==> config.mk <==
export PLATFORM = sky130hd
export DESIGN_NAME = mmio_gpio_ctrl
export DESIGN_NICKNAME = d
export VERILOG_FILES = /design/src/rtl/gpio_pkg.sv /design/src/rtl/gpio_byte_swap.sv /design/src/rtl/gpio_sync2.sv /design/src/rtl/gpio_regs.sv /design/src/rtl/mmio_gpio_ctrl.sv
export SDC_FILE = /design/constraint.sdc
export NUM_CORES = 1
export LEC_CHECK = 0
export BUFFER_PORTS_ARGS = -buffer_cell sky130_fd_sc_hd__buf_4
export CORE_UTILIZATION = 57
export CTS_BUF_LIST = sky130_fd_sc_hd__clkbuf_4 sky130_fd_sc_hd__clkbuf_8
export DETAILED_ROUTE_END_ITERATION = 16
export PLACE_DENSITY = 0.89
export SLEW_MARGIN = 15
export SYNTH_ARGS = -nofsm -noshare
export SYNTH_HDL_FRONTEND = slang
export SYNTH_SLANG_ARGS = --single-unit
==> constraint.sdc <==
create_clock -name clk_i -period 1.59 [get_ports clk_i]
set_input_delay 0.318 -clock clk_i [delete_from_list [all_inputs] [get_ports clk_i]]
set_output_delay 0.318 -clock clk_i [all_outputs]
set_load 0.05 [all_outputs]
==> src/rtl/gpio_pkg.sv <==
package gpio_pkg;
    // word addresses of the register slots
    localparam int unsigned SLOT_LEVEL = 0;
    localparam int unsigned SLOT_SET   = 1;
    localparam int unsigned SLOT_CLR   = 2;
    localparam int unsigned SLOT_DIR   = 3;

    // direction register flavours
    localparam int unsigned DIR_NONE   = 0;
    localparam int unsigned DIR_OUTPOL = 1;  // 1 = output
    localparam int unsigned DIR_INPOL  = 2;  // 1 = input
endpackage

==> src/rtl/gpio_byte_swap.sv <==
module gpio_byte_swap #(
    parameter int unsigned LINES = 16,
    parameter bit          SWAP  = 1'b0
) (
    input  logic [LINES-1:0] din,
    output logic [LINES-1:0] dout
);
    localparam int unsigned NBYTES = LINES / 8;

    generate
        if (SWAP && (LINES % 8 == 0) && (NBYTES > 1)) begin : g_swap
            for (genvar b = 0; b < NBYTES; b++) begin : g_lane
                assign dout[8*b +: 8] = din[8*(NBYTES-1-b) +: 8];
            end
        end else begin : g_pass
            assign dout = din;
        end
    endgenerate
endmodule

==> src/rtl/gpio_sync2.sv <==
module gpio_sync2 #(
    parameter int unsigned LINES = 16
) (
    input  logic             clk_i,
    input  logic             rst_ni,
    input  logic [LINES-1:0] async_i,
    output logic [LINES-1:0] sync_o
);
    logic [LINES-1:0] stage1_q;
    logic [LINES-1:0] stage2_q;

    always_ff @(posedge clk_i or negedge rst_ni) begin
        if (!rst_ni) begin
            stage1_q <= '0;
            stage2_q <= '0;
        end else begin
            stage1_q <= async_i;
            stage2_q <= stage1_q;
        end
    end

    assign sync_o = stage2_q;
endmodule

==> src/rtl/gpio_regs.sv <==
module gpio_regs
    import gpio_pkg::*;
#(
    parameter int unsigned LINES      = 16,
    parameter int unsigned ADDR_W     = 3,
    parameter bit          HAS_SET    = 1'b1,
    parameter bit          HAS_CLR    = 1'b1,
    parameter int unsigned DIR_MODE   = DIR_OUTPOL,
    parameter bit          INPUT_ONLY = 1'b0
) (
    input  logic              clk_i,
    input  logic              rst_ni,
    input  logic [ADDR_W-1:0] addr_i,
    input  logic              we_i,
    input  logic [LINES-1:0]  wdata_i,
    input  logic              re_i,
    input  logic [LINES-1:0]  pad_sync_i,
    output logic [LINES-1:0]  rdata_o,
    output logic [LINES-1:0]  out_o,
    output logic [LINES-1:0]  oe_o
);
    localparam bit               HAS_DIR   = (DIR_MODE != DIR_NONE);
    localparam logic [LINES-1:0] DIR_RESET = (DIR_MODE == DIR_INPOL) ? '1 : '0;

    typedef struct packed {
        logic [LINES-1:0] out;
        logic [LINES-1:0] dir;
        logic [LINES-1:0] rdata;
    } state_t;

    state_t st_d, st_q;

    always_comb begin
        st_d       = st_q;
        st_d.rdata = '0;

        if (we_i) begin
            unique case (addr_i)
                ADDR_W'(SLOT_LEVEL): begin
                    if (!HAS_SET && !INPUT_ONLY) st_d.out = wdata_i;
                end
                ADDR_W'(SLOT_SET): begin
                    if (HAS_SET && !INPUT_ONLY) begin
                        st_d.out = HAS_CLR ? (st_q.out | wdata_i) : wdata_i;
                    end
                end
                ADDR_W'(SLOT_CLR): begin
                    if (HAS_CLR && !INPUT_ONLY) st_d.out = st_q.out & ~wdata_i;
                end
                ADDR_W'(SLOT_DIR): begin
                    if (HAS_DIR) st_d.dir = wdata_i;
                end
                default: ;
            endcase
        end

        if (re_i) begin
            unique case (addr_i)
                ADDR_W'(SLOT_LEVEL): st_d.rdata = pad_sync_i;
                ADDR_W'(SLOT_DIR):   st_d.rdata = HAS_DIR ? st_q.dir : '0;
                default:             st_d.rdata = '0;
            endcase
        end
    end

    always_ff @(posedge clk_i or negedge rst_ni) begin
        if (!rst_ni) begin
            st_q.out   <= '0;
            st_q.dir   <= DIR_RESET;
            st_q.rdata <= '0;
        end else begin
            st_q <= st_d;
        end
    end

    generate
        if (INPUT_ONLY) begin : g_oe_off
            assign oe_o = '0;
        end else if (DIR_MODE == DIR_OUTPOL) begin : g_oe_out
            assign oe_o = st_q.dir;
        end else if (DIR_MODE == DIR_INPOL) begin : g_oe_in
            assign oe_o = ~st_q.dir;
        end else begin : g_oe_all
            assign oe_o = '1;
        end
    endgenerate

    assign out_o   = st_q.out;
    assign rdata_o = st_q.rdata;
endmodule

==> src/rtl/mmio_gpio_ctrl.sv <==
module mmio_gpio_ctrl
    import gpio_pkg::*;
#(
    parameter int unsigned LINES      = 16,
    parameter int unsigned ADDR_W     = 3,
    parameter bit          HAS_SET    = 1'b1,
    parameter bit          HAS_CLR    = 1'b1,
    parameter int unsigned DIR_MODE   = DIR_OUTPOL,
    parameter bit          INPUT_ONLY = 1'b0,
    parameter bit          BUS_BE     = 1'b0,
    parameter bit          NATIVE_BE  = 1'b0
) (
    input  logic              clk_i,
    input  logic              rst_ni,
    input  logic [ADDR_W-1:0] bus_addr_i,
    input  logic              bus_we_i,
    input  logic [LINES-1:0]  bus_wdata_i,
    input  logic              bus_re_i,
    output logic [LINES-1:0]  bus_rdata_o,
    input  logic [LINES-1:0]  pad_i,
    output logic [LINES-1:0]  pad_out_o,
    output logic [LINES-1:0]  pad_oe_o
);
    localparam bit SWAP = (BUS_BE != NATIVE_BE);

    logic [LINES-1:0] wdata_nat;
    logic [LINES-1:0] rdata_nat;
    logic [LINES-1:0] pad_sync;

    gpio_byte_swap #(.LINES(LINES), .SWAP(SWAP)) u_wr_swap (
        .din  (bus_wdata_i),
        .dout (wdata_nat)
    );

    gpio_sync2 #(.LINES(LINES)) u_sync (
        .clk_i   (clk_i),
        .rst_ni  (rst_ni),
        .async_i (pad_i),
        .sync_o  (pad_sync)
    );

    gpio_regs #(
        .LINES      (LINES),
        .ADDR_W     (ADDR_W),
        .HAS_SET    (HAS_SET),
        .HAS_CLR    (HAS_CLR),
        .DIR_MODE   (DIR_MODE),
        .INPUT_ONLY (INPUT_ONLY)
    ) u_regs (
        .clk_i      (clk_i),
        .rst_ni     (rst_ni),
        .addr_i     (bus_addr_i),
        .we_i       (bus_we_i),
        .wdata_i    (wdata_nat),
        .re_i       (bus_re_i),
        .pad_sync_i (pad_sync),
        .rdata_o    (rdata_nat),
        .out_o      (pad_out_o),
        .oe_o       (pad_oe_o)
    );

    gpio_byte_swap #(.LINES(LINES), .SWAP(SWAP)) u_rd_swap (
        .din  (rdata_nat),
        .dout (bus_rdata_o)
    );
endmodule

==> metrics.md <==
| Metric | Value |
|---|---|
| Crit path cell chain | buf_4 |
| Initial Utilization | 60.3% |
| Min-delay src | pad_i[11] |
| Fin Clk Skew | 0.00827 ns |
| Post-synthesis mux area share | under 10% |
| Total of warnings raised by yosys | 0 |
| Highest clock rate | between 0.7 and 0.8 GHz |
| Critical Path Sink | pad_oe_o[6] |
| Worst-Skew Late Latency | 0.35 ns |
| Post-Syn Area | 0.00291 mm2 |
| Number of antenna violations at the first check in global routing | 0 |
| Layout overhead on the synthesized area | 32.8% |
| Htree depth | 3 |
| Total nets after synthesis | 252 |
| GRT Util Overall | a little over a quarter |
| Horizontal extent of the die | around 73 um |
| Portion of the post-synthesis area used by sequential elements | 68.9% |
| Total of buffers placed on input and output ports | 86 |
| Number of cells on the critical path | 1 |
| Largest family of logic cells by synthesized area | compound AO/OA/AOI/OAI gates |
| PD cells | 1280 mW/mm2 |
| Worst R2R Setup Slack | 0.77 ns |
| # setup viols final | 0 |
| Measured slew at the worst slew-check pin | 0.525 ns |
| Minimum period implied by the final worst setup slack | 1.30 ns |
| XOR/XNOR Fraction of Synth Area | 0% |
| LEAKAGE | 1.88 nW |
| Adder-cell share of the synthesized area | 0% |
| Largest voltage drop on the vdd net | 1.00 mV |
| Final setup TNS | 0 ns |
| Largest area contributor in the synthesized netlist | dfrtp_1 |
| Number of buffers inserted by post-CTS setup repair | 0 |
| Number of buffers and inverters on the critical path | 1 |
| Total core area | 0.00482 mm2 |
| Fraction of synthesized cell area taken by the top area cell type | 68.9% |
| Normalized max-slew margin | 64.9% |
| Worst endpoint data arrival time | 0.98 ns |
| Via count | 2091 |
| Share of the synthesized area in compound gates (AO/OA/AOI/OAI) | a little over a tenth |
| Synth Instances | 213 |
| # IOs | a little under 90 |
| Worst Setup Path Type | flop to primary output |
| Final layout net count | between 300 and 400 |
| Kind of capture point of the worst setup path | primary output |
| Core Rows | 25 |
| Root buffer cell | clkbuf_8 |
| Number of global-route vias before repair | between 2000 and 2500 |
| Final estimated routing congestion in global placement | a little over 0.8 |
| Final Hold Vio Count | 0 |
| Routed len/inst | between 15 and 20 um |
| Post-DR vias/cell | 5.55 |
| Share of the clock period used by the worst path after layout | about four fifths |
| Leading cell type in the layout, fill and taps excluded | buf_4 |
| RSZ-0062 raised after global routing | false |
| Share of cells above drive strength 1 | 41.3% |
| DRC violation total after the first TritonRoute iteration | between 200 and 250 |
| Min-Delay Path Class | primary input to flop |
| Most frequent cells in the layout | buf_4 (93), dfrtp_1 (80), nor2_1 (22) |
| Yosys cell types | 21 |
| PnR Total Power | 4.95 mW |
| Startpoint of the worst register-to-register path | u_regs.oe_o[1] |
| Max-slew violation count | 0 |
| Clock buffers created by TritonCTS | 9 |
| Number of max-capacitance violations reported | 0 |
| Top post-synthesis cells by area | dfrtp_1 (69%), mux2_4 (5.2%), a22oi_1 (4.1%), nand3b_1 (2.8%), nor2_1 (2.8%) |
| Overflow left after global routing | 0 |
| Required time reported for the critical path endpoint | 1.27 ns |
| Element type at the critical path start | flop |
| Outcome | finished clean |
| Crit Path Max Fanout | 3 |
| Antenna viol nets, final | 0 |
| CP max stage cell | dfrtp_1 |
| Number of clock sinks | 80 |
| Worst reg2reg endpoint | u_regs.oe_o[1] |
| Number of synthesized register bits | 80 |
| Final wirelength | roughly 6.5 mm |
| Delay of the slowest critical-path stage | 0.41 ns |
| Number of cell instances on the worst register-to-register path | 1 |
| Clock-pin slew reported for the worst setup and hold paths after clock tree synthesis | 0.08 ns |
| Layout fillers | between 300 and 400 |
| Global-route wire length before repair | 10.4 mm |
| Worst-case clock buffer depth | 2 |
| Mean area per synthesized cell | 13.6 um2 |
| Die height | roughly 73 um |
| Simple-gate share of the synthesized area | between 10 and 15% |
| Post-route DRC violation count | 0 |
| Number of iterations in the first detailed-routing pass | 4 |
| CTS tree | done |
| Total die area | 0.00539 mm2 |
| Launching instance or port of the critical path | u_regs.oe_o[6] |
| Number of inserted diodes | 0 |
| Sum of net half-perimeters after detailed placement | roughly 4.4 mm |
| Cell class contributing the biggest share of worst-path delay | flip-flops |
| Pin count of the biggest net entering global routing | 37 |
## final cells by class
type | instances | area [um2] | area share, %
Clock buffer | 14 | 186 | 4.83
Clock inverter | 2 | 35.0 | 0.907
Timing Repair Buffer | 95 | 728 | 18.9
Tap cell | 67 | 83.8 | 2.17
Multi-Input combinational cell | 118 | 822 | 21.3
Sequential cell | 80 | 2000 | 51.8
Inverter | 1 | 3.75 | 0.0972
## routing by layer
| metal | track usage, % | vias to the layer above | share of wire (%) |
|---|---|---|---|
| met2 | 42.3 | 115 | 52 |
| met4 | 15.4 | 0 | 1.8 |
| met5 | 0 | - | 0 |
| met1 | 36.7 | 1024 | 40 |
| met3 | 4.25 | 14 | 6.1 |
| li1 | - | 938 | - |
## worst min-delay path by stage
stage | end | slack, ns | cells past startpoint
after CTS | u_sync.stage1_q[6] | 0.06 | 1
after global placement | u_regs.rdata_o[2] | 0.21 | 1
final | u_sync.stage1_q[11] | 0.07 | 1
after detailed placement | u_regs.rdata_o[2] | 0.22 | 1
after floorplan | asynchronous set/reset pin | 0.02 | 0
after global routing | u_sync.stage1_q[1] | 0.06 | 1
## synthesized netlist by cell type
cell       n
a22oi_1   16
mux2_4    10
nor3b_1    1
nand4b_1   5
a21oi_1   10
and2_4     1
nand2_1   12
inv_1      1
nand3b_4   1
nor2_1    22
mux2_2     6
buf_6      2
o211ai_1  11
buf_4      2
buf_2      3
nand3b_1  11
nand2b_1   1
dfrtp_1   80
o21ai_0   11
buf_1      2
clkbuf_1   5
## per-stage QoR
stage	hold slack, ns	cells	util (%)	cell area (um2)	worst slack, ns
5_1_grt	0.0614	377	80.2	3860	0.259
3_3_place_gp	0.214	360	75.4	3630	0.0769
6_report	0.0711	377	80.2	3860	0.289
4_1_cts	0.0591	377	80.2	3860	0.273
3_5_place_dp	0.218	360	75.4	3630	0.0407
2_1_floorplan	0.0224	213	-	2910	0.158
## report_power, final
group	internal, mW	switching [mW]
Clock	0.913	0.685
Combinational	0.380	0.659
Sequential	2.19	0.122
Total	3.48	1.47
## logic make-up (layout without fill, tap and decap cells)
family,Yosys count,count (layout)
muxes,16,16
and+or+nand+nor,54,54
DFF,80,80
AOI/OAI and AO/OA,48,48
buffers and inverters,15,112
## repair_timing
item | in CTS | in global routing
hold buffers | 1 | 0
hold endpoints to repair | 18 | 0
resized for setup | 0 | 0
Note: power is estimated with default switching activity, not from simulation.
